**src/rtl/remap_pkg.sv**
```systemverilog
// Shared constants for the remapping-unit register block.
// Assumes 64-bit register words addressed by word index.
package remap_pkg;
    // Global command and status bit positions (command and status share them)
    localparam int GC_TE   = 31;
    localparam int GC_SRTP = 30;
    localparam int GC_WBF  = 27;
    // Go / busy bit of both invalidation words
    localparam int INV_GO  = 63;
    // Fixed word indices
    localparam int W_VER   = 0;
    localparam int W_CAP   = 1;
    localparam int W_ECAP  = 2;
    localparam int W_GCMD  = 3;
    localparam int W_ROOT  = 4;
    localparam int W_CTX   = 5;
    localparam int N_FIXED = 6;

    // Number of domains for a capability domain-count code; 0 marks the illegal code
    function automatic int unsigned dom_count(input logic [2:0] code);
        if (code == 3'd7) return 0;
        else if (code == 3'd0) return 16;
        else return 32'd16 << (2 * code);
    endfunction
endpackage

```
**src/rtl/remap_gcmd.sv**
```systemverilog
// Global command and status logic: translation enable, root pointer latch
// and write-buffer flush handshake. Assumes one register write per cycle
// and a flush_done pulse only after flush_req has been issued.
module remap_gcmd #(
    parameter bit FLUSH_NEEDED = 1'b1
) (
    input  logic        clk,
    input  logic        rst_n,
    input  logic        gcmd_wr,
    input  logic [31:0] gcmd_data,
    input  logic        root_wr,
    input  logic [63:0] root_data,
    input  logic        flush_done,
    output logic        tes_o,
    output logic        rtps_o,
    output logic        wbfs_o,
    output logic        root_load_o,
    output logic [63:0] root_addr_o,
    output logic        flush_req_o,
    output logic [63:0] root_reg_o
);
    import remap_pkg::*;

    logic [63:0] root_reg_q, root_addr_q;
    logic        tes_q, rtps_q, wbfs_q, load_q, freq_q;

    // Translation enable follows bit 31 of each command write
    always_ff @(posedge clk) begin
        if (!rst_n)       tes_q <= 1'b0;
        else if (gcmd_wr) tes_q <= gcmd_data[GC_TE];
    end

    // Root register, latched copy, load pulse and root status bit
    always_ff @(posedge clk) begin
        if (!rst_n) begin
            root_reg_q  <= '0;
            root_addr_q <= '0;
            rtps_q      <= 1'b0;
            load_q      <= 1'b0;
        end else begin
            load_q <= 1'b0;
            if (root_wr) begin
                root_reg_q <= root_data;
                rtps_q     <= 1'b0;
            end else if (gcmd_wr && gcmd_data[GC_SRTP]) begin
                root_addr_q <= root_reg_q;
                rtps_q      <= 1'b1;
                load_q      <= 1'b1;
            end
        end
    end

    // Flush status: set with a request pulse, cleared by completion
    always_ff @(posedge clk) begin
        if (!rst_n) begin
            wbfs_q <= 1'b0;
            freq_q <= 1'b0;
        end else begin
            freq_q <= 1'b0;
            if (FLUSH_NEEDED && gcmd_wr && gcmd_data[GC_WBF] && !wbfs_q) begin
                wbfs_q <= 1'b1;
                freq_q <= 1'b1;
            end else if (wbfs_q && flush_done) begin
                wbfs_q <= 1'b0;
            end
        end
    end

    assign tes_o       = tes_q;
    assign rtps_o      = rtps_q;
    assign wbfs_o      = wbfs_q;
    assign root_load_o = load_q;
    assign root_addr_o = root_addr_q;
    assign flush_req_o = freq_q;
    assign root_reg_o  = root_reg_q;

    // enable status reflects the bit of the previous command write
    a_r3_te_follows: assert property (@(posedge clk) disable iff (!rst_n)
        $past(gcmd_wr) |-> tes_o == $past(gcmd_data[GC_TE]));
    // the engine-facing root address moves only with a load pulse
    a_r4_root_stable: assert property (@(posedge clk) disable iff (!rst_n)
        !root_load_o |-> $stable(root_addr_o));
    // flush status drops only after a completion pulse
    a_r5_flush_clear: assert property (@(posedge clk) disable iff (!rst_n)
        $fell(wbfs_o) |-> $past(flush_done));
    // a flush request is a single-cycle pulse
    a_r5_flush_pulse: assert property (@(posedge clk) disable iff (!rst_n)
        flush_req_o |=> !flush_req_o);
endmodule

```
**src/rtl/remap_inval.sv**
```systemverilog
// One invalidation channel: stores the written fields, raises a busy bit
// and a one-cycle request when the go bit is written while idle, and drops
// busy on the engine's done pulse. Writes while busy and done while idle
// are ignored.
module remap_inval #(
    parameter int DATA_W = 64
) (
    input  logic              clk,
    input  logic              rst_n,
    input  logic              wr_hit,
    input  logic [DATA_W-1:0] wr_data,
    input  logic              done,
    output logic              busy_o,
    output logic [DATA_W-2:0] cfg_o,
    output logic              req_o
);
    logic              busy_q, req_q;
    logic [DATA_W-2:0] cfg_q;

    // Accept writes only while idle; completion clears busy
    always_ff @(posedge clk) begin
        if (!rst_n) begin
            busy_q <= 1'b0;
            req_q  <= 1'b0;
            cfg_q  <= '0;
        end else begin
            req_q <= 1'b0;
            if (wr_hit && !busy_q) begin
                cfg_q <= wr_data[DATA_W-2:0];
                if (wr_data[DATA_W-1]) begin
                    busy_q <= 1'b1;
                    req_q  <= 1'b1;
                end
            end else if (busy_q && done) begin
                busy_q <= 1'b0;
            end
        end
    end

    assign busy_o = busy_q;
    assign cfg_o  = cfg_q;
    assign req_o  = req_q;

    // busy clears only on a done pulse
    a_r6_busy_needs_done: assert property (@(posedge clk) disable iff (!rst_n)
        $fell(busy_o) |-> $past(done));
    // a request is only issued from the idle state
    a_r8_req_from_idle: assert property (@(posedge clk) disable iff (!rst_n)
        req_o |-> (busy_o && !$past(busy_o)));
    // request is a single-cycle pulse
    a_r8_req_single: assert property (@(posedge clk) disable iff (!rst_n)
        req_o |=> !req_o);
    // an idle channel stays idle without a new request
    a_r9_idle_holds: assert property (@(posedge clk) disable iff (!rst_n)
        (!busy_o && !(wr_hit && wr_data[DATA_W-1])) |=> !busy_o);
endmodule

```
**src/rtl/remap_ctrl_regs.sv**
```systemverilog
// Register block of a DMA remapping unit: address decode, combinational
// read mux, global command/status and two invalidation channels.
// Assumes at most one write per cycle and full 64-bit word accesses.
module remap_ctrl_regs #(
    parameter logic [31:0] VERSION    = 32'h0000_0010,
    parameter logic [63:0] CAP_VALUE  = 64'h0000_0004_0000_0412,
    parameter logic [63:0] ECAP_VALUE = 64'h0000_0000_0000_0005,
    parameter int          TLB_OFS    = 16,
    parameter int          ADDR_W     = 6
) (
    input  logic              clk,
    input  logic              rst_n,
    input  logic              wr_en,
    input  logic [ADDR_W-1:0] wr_addr,
    input  logic [63:0]       wr_data,
    input  logic [ADDR_W-1:0] rd_addr,
    output logic [63:0]       rd_data,
    output logic              xlate_en,
    output logic              root_load,
    output logic [63:0]       root_addr,
    output logic              flush_req,
    input  logic              flush_done,
    output logic              ctx_inv_req,
    output logic [1:0]        ctx_inv_scope,
    input  logic              ctx_inv_done,
    output logic              tlb_inv_req,
    output logic [1:0]        tlb_inv_scope,
    output logic [15:0]       tlb_inv_domain,
    output logic              tlb_drain_rd,
    output logic              tlb_drain_wr,
    input  logic              tlb_inv_done
);
    import remap_pkg::*;

    localparam int          TLB_WORD  = 2 * TLB_OFS + 1;
    localparam logic [63:0] IRO_MASK  = 64'h0000_0000_0003_FF00;
    localparam logic [63:0] ECAP_WORD = (ECAP_VALUE & ~IRO_MASK) |
                                        ((64'(TLB_OFS) << 8) & IRO_MASK);

    // Elaboration-time sanity of parameters
    initial begin
        a_cfg_domains: assert (dom_count(CAP_VALUE[2:0]) != 0)
            else $error("illegal domain-count code");
        a_cfg_tlb_word: assert (TLB_WORD >= N_FIXED && TLB_WORD < (1 << ADDR_W))
            else $error("IOTLB word overlaps fixed words or exceeds address range");
    end

    logic        gcmd_hit, root_hit, ctx_hit, tlb_hit;
    logic        tes, rtps, wbfs;
    logic [63:0] root_reg;
    logic        ctx_busy, tlb_busy;
    logic [62:0] ctx_cfg, tlb_cfg;

    // Write decode
    always_comb begin
        gcmd_hit = wr_en && (wr_addr == ADDR_W'(W_GCMD));
        root_hit = wr_en && (wr_addr == ADDR_W'(W_ROOT));
        ctx_hit  = wr_en && (wr_addr == ADDR_W'(W_CTX));
        tlb_hit  = wr_en && (wr_addr == ADDR_W'(TLB_WORD));
    end

    remap_gcmd #(.FLUSH_NEEDED(CAP_VALUE[4])) u_gcmd (
        .clk        (clk),
        .rst_n      (rst_n),
        .gcmd_wr    (gcmd_hit),
        .gcmd_data  (wr_data[31:0]),
        .root_wr    (root_hit),
        .root_data  (wr_data),
        .flush_done (flush_done),
        .tes_o      (tes),
        .rtps_o     (rtps),
        .wbfs_o     (wbfs),
        .root_load_o(root_load),
        .root_addr_o(root_addr),
        .flush_req_o(flush_req),
        .root_reg_o (root_reg)
    );

    remap_inval #(.DATA_W(64)) u_ctx (
        .clk    (clk),
        .rst_n  (rst_n),
        .wr_hit (ctx_hit),
        .wr_data(wr_data),
        .done   (ctx_inv_done),
        .busy_o (ctx_busy),
        .cfg_o  (ctx_cfg),
        .req_o  (ctx_inv_req)
    );

    remap_inval #(.DATA_W(64)) u_tlb (
        .clk    (clk),
        .rst_n  (rst_n),
        .wr_hit (tlb_hit),
        .wr_data(wr_data),
        .done   (tlb_inv_done),
        .busy_o (tlb_busy),
        .cfg_o  (tlb_cfg),
        .req_o  (tlb_inv_req)
    );

    // Engine-facing field extraction
    always_comb begin
        xlate_en       = tes;
        ctx_inv_scope  = ctx_cfg[62:61];
        tlb_inv_scope  = tlb_cfg[61:60];
        tlb_drain_rd   = tlb_cfg[49];
        tlb_drain_wr   = tlb_cfg[48];
        tlb_inv_domain = tlb_cfg[47:32];
    end

    // Read mux; status sits in the upper half of the command word
    always_comb begin
        rd_data = '0;
        if (rd_addr == ADDR_W'(W_VER))       rd_data = {32'h0, VERSION};
        else if (rd_addr == ADDR_W'(W_CAP))  rd_data = CAP_VALUE;
        else if (rd_addr == ADDR_W'(W_ECAP)) rd_data = ECAP_WORD;
        else if (rd_addr == ADDR_W'(W_GCMD)) begin
            rd_data[32 + GC_TE]   = tes;
            rd_data[32 + GC_SRTP] = rtps;
            rd_data[32 + GC_WBF]  = wbfs;
        end
        else if (rd_addr == ADDR_W'(W_ROOT))   rd_data = root_reg;
        else if (rd_addr == ADDR_W'(W_CTX))    rd_data = {ctx_busy, ctx_cfg};
        else if (rd_addr == ADDR_W'(TLB_WORD)) rd_data = {tlb_busy, tlb_cfg};
    end

    // an IOTLB request carries the fields of the accepted write
    a_r7_tlb_fields: assert property (@(posedge clk) disable iff (!rst_n)
        tlb_inv_req |-> tlb_inv_domain == $past(wr_data[47:32]));
    // context request carries the written scope
    a_r6_ctx_scope: assert property (@(posedge clk) disable iff (!rst_n)
        ctx_inv_req |-> ctx_inv_scope == $past(wr_data[62:61]));
endmodule

```
**config.mk**
```make
export PLATFORM = sky130hd
export DESIGN_NAME = remap_ctrl_regs
export DESIGN_NICKNAME = d
export VERILOG_FILES = /design/src/rtl/remap_pkg.sv /design/src/rtl/remap_gcmd.sv /design/src/rtl/remap_inval.sv /design/src/rtl/remap_ctrl_regs.sv
export SDC_FILE = /design/constraint.sdc
export NUM_CORES = 1
export LEC_CHECK = 0
export BUFFER_PORTS_ARGS = -buffer_cell sky130_fd_sc_hd__buf_2
export CORE_AREA = 2 2 209 170
export DETAILED_ROUTE_END_ITERATION = 16
export DIE_AREA = 0 0 211 172
export PLACE_DENSITY = 0.55
export SYNTH_ARGS = -nofsm -noshare
export SYNTH_HDL_FRONTEND = slang
export SYNTH_HIERARCHICAL = 1
export SYNTH_SLANG_ARGS = --single-unit
export TNS_END_PERCENT = 30
```
**constraint.sdc**
```tcl
create_clock -name clk -period 2.56 [get_ports clk]
set_input_delay 0.512 -clock clk [delete_from_list [all_inputs] [get_ports clk]]
set_output_delay 0.512 -clock clk [all_outputs]
set_load 0.005 [all_outputs]
```
==> key figures, run 1 <==
Status
  • Outcome: finished, final reports clean

Power and ir drop
  • Maximum vdd ir drop: 0.000381 V
  • Sequential share of power: 0.472
  • Switching Share: 0.230
  • Clock power share: 0.474
  • Leak Pwr: 5.70 nW
  • Int Power: 6.70 mW
  • Net Sw Power: 2.01 mW
  • Combinational power share: 0.054
  • Power Dens Cells: 588 nW/µm²

Setup path
  • Startpoint Class: input port
  • CP arrival: 1.96 ns
  • Critical Path Sink Type: output port
  • WP data required: 2.05 ns
  • Reg2Reg Depth: 3
  • Max FO, Critical Path: 17
  • Critical path type: input port to output port

STA
  • Max Fclk: 405 MHz
  • RSZ-0062 raised after global routing: false
  • Worst Hold Margin: 0.153 ns
  • Final period utilization: 0.965
  • Crit path time final: 2.47 ns
  • Slew @ Worst Pin: 0.613 ns
  • Final slew viol count: 0
  • Setup TNS: 0 ns
  • Layout Skew: 0.00933 ns
  • Final Hold Fails: 0
  • Setup violators final: 0
  • Rel. slew slack: 0.592

Final layout
  • Register area: 5270 µm²
  • Nets: 1659
  • Layout cells sized above 1: 0.248
  • Non-filler cells, final: 2037
  • Post-route cell area: 14800 µm²
  • Final Util: 0.433
  • Synth-to-layout area growth: 18.5%
  • Fillers: 3397
  • Multi-input logic area: 6310 µm²

Yosys
  • Syn nets: 1459
  • Sequential area share after synthesis: 0.421
  • Post-synth EDFFs: 0
  • Unique masters post-synth: 37
  • Synth Instances: 1377
  • Post-Syn Area: 12500 µm²
  • Yosys warns: 6
  • Post-synth top flop: dfxtp_1
  • Yosys reg bits: 263
  • Ys async rst share: 0
  • Synth Area per Inst: 9.08 µm²

Global route
  • First-pass GRT wire length: 54100 µm
  • Vias in the first global route: 9528
  • GRT overflow: 0
  • Initial antenna violation count: 4
  • Largest net degree at the start of global routing: 84
  • Overall routing resource usage: 0.188

Clocking
  • CTS buffer count: 29
  • Root buffer cell: clkbuf_16
  • CTS Hold Buffers Added: 0
  • Clk sink count: 263
  • CTS tree: done
  • Clock transition at path regs: 0.06 ns
  • Later-pin clock latency in the skew report: 0.55 ns
  • H-tree levels: 1
  • Clk buf depth: 3

Route
  • Pre-antenna DRT Iters: 5
  • Drt total wl: 35300 µm
  • Via Count: 9948
  • DRT antenna net count: 0
  • Routed wire per std cell: 17.3 µm
  • Vias/cell: 4.88
  • 1st-iter DRT viols: 632
  • Drt drc: 0

Placement
  • RePlAce Congestion: 0.779
  • Placed Area: 13900 µm²
  • Placed cells: 1987
  • Hpwl dp: 22700 µm
  • Count of input and output buffers: 236

Die
  • Core footprint: 34300 µm²
  • Initial Util: 0.365
  • Die H: 172 µm
  • Row cnt: 61
  • Num ports: 237
  • Die X: 211 µm
  • DIE AREA: 36300 µm²

Hold path
  • Hold crit path type: input port to flop
  • Min-Delay Path Depth: 2

Job
  • MaxCap Viol Count: 0
-- cells in the final DEF, fill, tap and decap left out, types with 3 or more instances in the layout --
cell and count:
clkinv_2 6, a21oi_1 5, clkbuf_8 6, nor2b_4 3, inv_1 4, buf_12 18
a22oi_1 5, buf_2 235, nor2b_1 68, clkbuf_1 4, o21ai_1 54, buf_4 25
clkbuf_16 29, nor2_1 65, nand2_1 444, dfxtp_1 263, mux2i_1 255, a211oi_2 56
o21ai_0 13, and2_1 3
-- registers in the layout (all words and copies together), names as in the netlist, 63 cells and up --
signal / count
u_ctx/cfg_o: 63
u_tlb/cfg_o: 63
u_gcmd/root_addr_o: 64
u_gcmd/root_reg_o: 64
-- power by group through the flow --
stage | registers, mW | logic [mW] | clock network, mW
floorplan | 4.20 | 0.269 | 0
global placement | 4.20 | 0.462 | 0
detailed placement | 4.20 | 0.467 | 0
CTS | 4.11 | 0.468 | 4.24
global route | 4.11 | 0.514 | 4.41
finish | 4.11 | 0.470 | 4.13
-- cell families (layout without fill, tap and decap cells) --
family / count (synthesis) / after routing / synth area share
simple gates: 602 / 602 / 0.203
flops: 263 / 263 / 0.421
mux: 257 / 257 / 0.206
compound gates: 139 / 139 / 0.0920
buf+inv: 116 / 333 / 0.0778
other cells: 0 / 2 / 0
-- per-layer routing --
metal  wire (µm)  vias up  share of wire  track usage
met3        1890       37          0.054       0.0403
li1            -     4979              -            -
met2       14900      215           0.42        0.288
met4         508        2          0.014       0.0349
met5          13        -        0.00037            0
met1       18000     4715           0.51        0.273
-- final cells by class --
cell class	count	share of cell area
Multi-Input combinational cell	998	0.426
Sequential cell	263	0.355
Timing Repair Buffer	280	0.118
Clock buffer	39	0.0555
Tap cell	441	0.0372
Clock inverter	9	0.00667
Inverter	5	0.00127
Antenna cell	2	0.000338
-- synthesized netlist by cell type (2+ instances only) --
cell type,n,area [µm²]
nand2_1,444,1670
dfxtp_1,263,5270
mux2i_1,255,2550
nor2b_1,68,425
nor2_1,65,244
a211oi_2,56,701
o21ai_1,54,270
buf_2,37,185
clkbuf_1,23,86.3
buf_12,21,420
buf_4,20,150
o21ai_0,13,65.1
buf_6,10,113
a21oi_1,5,25.0
a22oi_1,5,37.5
inv_1,5,18.8
and2_1,4,25.0
nor2b_4,3,41.3
nor3b_1,3,22.5
a222oi_1,2,20.0
and3_1,2,12.5
mux2_2,2,22.5
nand2b_1,2,12.5
nand4b_1,2,17.5
-- repair_timing --
action                     4_1_cts  5_1_grt
buffers inserted                 0        0
setup endpoints to repair        0       11
gates resized for setup          0        4
-- worst max-delay path, stage by stage --
cell	delay (ns)
buf_2	0.17
nor2b_1	0.20
and3_2	0.24
buf_4	0.30
nand2_1	0.12
a211oi_2	0.25
buf_2	0.16
-- stage by stage --
stage | setup WS, ns | total power, mW
floorplan | 0.583 | 4.47
global placement | 0.0318 | 4.67
detailed placement | 0.0325 | 4.67
CTS | 0.0324 | 8.82
global route | 0.00704 | 9.04
finish | 0.0884 | 8.71
-- path summary, 6_finish.rpt --
path,startpoint,endpoint,slack (ns)
setup reg to reg,u_ctx/busy_o$_SDFFE_PN0P_,u_ctx/cfg_o[32]$_SDFFE_PN0P_,1.18
hold / removal,ctx_inv_done,u_ctx/busy_o$_SDFFE_PN0P_,0.15
setup / recovery,rd_addr[0],rd_data[18],0.09
hold reg to reg,u_gcmd/root_addr_o[52]$_SDFFE_PN0P_,u_gcmd/root_addr_o[52]$_SDFFE_PN0P_,0.45
Power figures use the tool's default switching activity.
==> inputs of run 2 (changes only) <==
CORE_AREA = 2 2 216 165   (was 2 2 209 170)
DIE_AREA = 0 0 218 167   (was 0 0 211 172)
==> key figures, run 2 (synthesis gave the netlist of run 1 again) <==
Status
  • Outcome: finished, final reports clean

Global route
  • Largest net degree at the start of global routing: 77 (-8.3%)
  • Met3 Use GR: 0.0427 (+0.00242)
  • Overall routing resource usage: 0.187 (-0.00156)
  • Met1 Use GR: 0.267 (-0.00637)
  • Vias in the first global route: 9533 (+0.052%)
  • Grt met2 use: 0.287 (-0.000954)
  • First-pass GRT wire length: 54100 µm (+0.14%)
  • Initial antenna violation count: 5 (+1)
  • GRT overflow: 0 (unchanged)
  • Most used routing layer: met2

Power and ir drop
  • Clock power share: 0.470 (-0.004)
  • Maximum vdd ir drop: 0.000350 V (-8.2%)
  • Switching Share: 0.232 (+0.00137)
  • Net Sw Power: 2.00 mW (-0.29%)
  • Power Dens Cells: 584 nW/µm² (-0.61%)
  • Pwr Total: 8.63 mW (-0.88%)
  • Leak Pwr: 5.64 nW (-1.0%)
  • Int Power: 6.63 mW (-1.1%)
  • Combinational power share: 0.054 (about the same)
  • Sequential share of power: 0.476 (+0.004)

Final layout
  • Non-filler cells, final: 2050 (+0.64%)
  • Multi-input logic area: 6290 µm² (-0.24%)
  • Post-route cell area: 14800 µm² (-0.28%)
  • Register area: 5270 µm² (unchanged)
  • Final Util: 0.432 (-0.00100)
  • Layout cells sized above 1: 0.242 (-0.00551)
  • Commonest non-fill, non-tap cell in the layout: nand2_1
  • Most frequent cells in the layout: 444 x nand2_1, 263 x dfxtp_1, 255 x mux2i_1
  • Nets: 1653 (-0.36%)
  • Fillers: 3401 (+0.12%)
  • Synth-to-layout area growth: 18.2%

Route
  • Vias/cell: 4.88 (about the same)
  • Pre-antenna DRT Iters: 5 (unchanged)
  • Drt drc: 0 (unchanged)
  • Drt total wl: 35200 µm (-0.13%)
  • 1st-iter DRT viols: 683 (+8.1%)
  • DRT antenna net count: 0 (unchanged)
  • Routed wire per std cell: 17.2 µm (-0.77%)
  • Via Count: 10000 (+0.63%)

Clocking
  • CTS Hold Buffers Added: 0 (unchanged)
  • Clk buf depth: 3 (unchanged)
  • Post-CTS setup buffers: 0 (unchanged)
  • CTS resizes: 0 (unchanged)
  • Clock transition at path regs: 0.06 ns (about the same)
  • Clk sink count: 263 (unchanged)
  • Root buffer cell: clkbuf_16
  • H-tree levels: 1 (unchanged)
  • Later-pin clock latency in the skew report: 0.55 ns (about the same)
  • CTS tree: done
  • CTS buffer count: 28 (-3.4%)

Setup path
  • Worst R2R End: u_ctx/cfg_o[41]$_SDFFE_PN0P_
  • Critical path type: input port to output port
  • Flop-to-flop setup slack: 1.23 ns (+0.05 ns)
  • Startpoint Class: input port
  • Critical Path Sink Type: output port
  • Worst Setup SP: rd_addr[0]
  • Reg-to-reg startpoint: u_ctx/busy_o$_SDFFE_PN0P_
  • WP data required: 2.05 ns (about the same)
  • CP arrival: 1.94 ns (-0.02 ns)
  • Reg2Reg Depth: 3 (unchanged)
  • Max FO, Critical Path: 34 (+17)

Die
  • DIE AREA: 36400 µm² (+0.31%)
  • Die X: 218 µm (+3.3%)
  • Initial Util: 0.365 (about the same)
  • Row cnt: 59 (-3.3%)
  • Core footprint: 34300 µm² (about the same)
  • Die H: 167 µm (-2.9%)
  • Num ports: 237 (unchanged)

Placement
  • RePlAce Congestion: 0.794 (+1.9%)
  • Placed cells: 1998 (+0.55%)
  • Count of input and output buffers: 236 (unchanged)
  • Pre-CTS WS: 0.145 ns (+0.112 ns)
  • Placed Area: 13900 µm² (about the same)
  • Hpwl dp: 22700 µm (about the same)

STA
  • Final Hold Fails: 0 (unchanged)
  • Final slew viol count: 0 (unchanged)
  • Setup violators final: 0 (unchanged)
  • Layout Skew: 0.00783 ns (-0.00150 ns)
  • Final WS setup: 0.111 ns (+0.0230 ns)
  • Max Fclk: 408 MHz (+0.94%)
  • Setup TNS: 0 ns (unchanged)
  • Rel. slew slack: 0.642 (+0.0505)
  • Crit path time final: 2.45 ns (-0.0230 ns)
  • RSZ-0062 raised after global routing: false
  • Final period utilization: 0.956 (-0.00898)
  • Worst Hold Margin: 0.148 ns (-0.00479 ns)
  • Slew @ Worst Pin: 0.531 ns (-0.0814 ns)

Hold path
  • Hold endpoint: u_tlb/busy_o$_SDFFE_PN0P_
  • Min-Delay Path Depth: 2 (unchanged)
  • Hold crit path type: input port to flop
  • Hold_sp: tlb_inv_done

Job
  • MaxCap Viol Count: 0 (unchanged)
==> run 2: cell count changes in the layout (fill, tap and decap cells not counted), sizes merged <==
cell      previous run  this run
inv                  6         5
bufinv               2         1
diode                2         4
clkinvlp             0         1
clkbuf              39        44
clkinv               6         2
buf                280       275
==> run 2: per-layer routing <==
layer / part of all wire / vias up
met4: 0.016 / 4
li1: - / 4959
met2: 0.43 / 214
met3: 0.059 / 42
met1: 0.50 / 4792
met5: 0.00077 / -
==> run 2: worst max path at each step <==
stage / cells past startpoint / endpoint / slack, ns
after CTS: 8 / rd_data[14] / 0.14
after floorplan: 6 / rd_data[11] / 0.58
after global routing: 7 / rd_data[25] / 0.02
after detailed placement: 7 / rd_data[18] / 0.14
after global placement: 7 / rd_data[18] / 0.14
final: 7 / rd_data[18] / 0.11
==> run 2: power groups by stage <==
stage               logic, mW  clock network (mW)  registers (mW)
global route            0.510                4.34            4.11
floorplan               0.269                   0            4.20
detailed placement      0.466                   0            4.20
CTS                     0.468                4.18            4.11
finish                  0.466                4.06            4.11
global placement        0.460                   0            4.20
==> run 2: critical path, stage by stage <==
cell      delay [ns]
buf_2           0.17
nor2b_1         0.22
and3_2          0.28
buf_12          0.25
nand2_1         0.11
a211oi_2        0.23
buf_2           0.15
==> run 2: layout make-up <==
type	instances	area share
Antenna cell	4	0.000677
Sequential cell	263	0.356
Clock buffer	44	0.0576
Clock inverter	4	0.00322
Tap cell	457	0.0387
Inverter	5	0.00127
Timing Repair Buffer	275	0.116
Multi-Input combinational cell	998	0.426
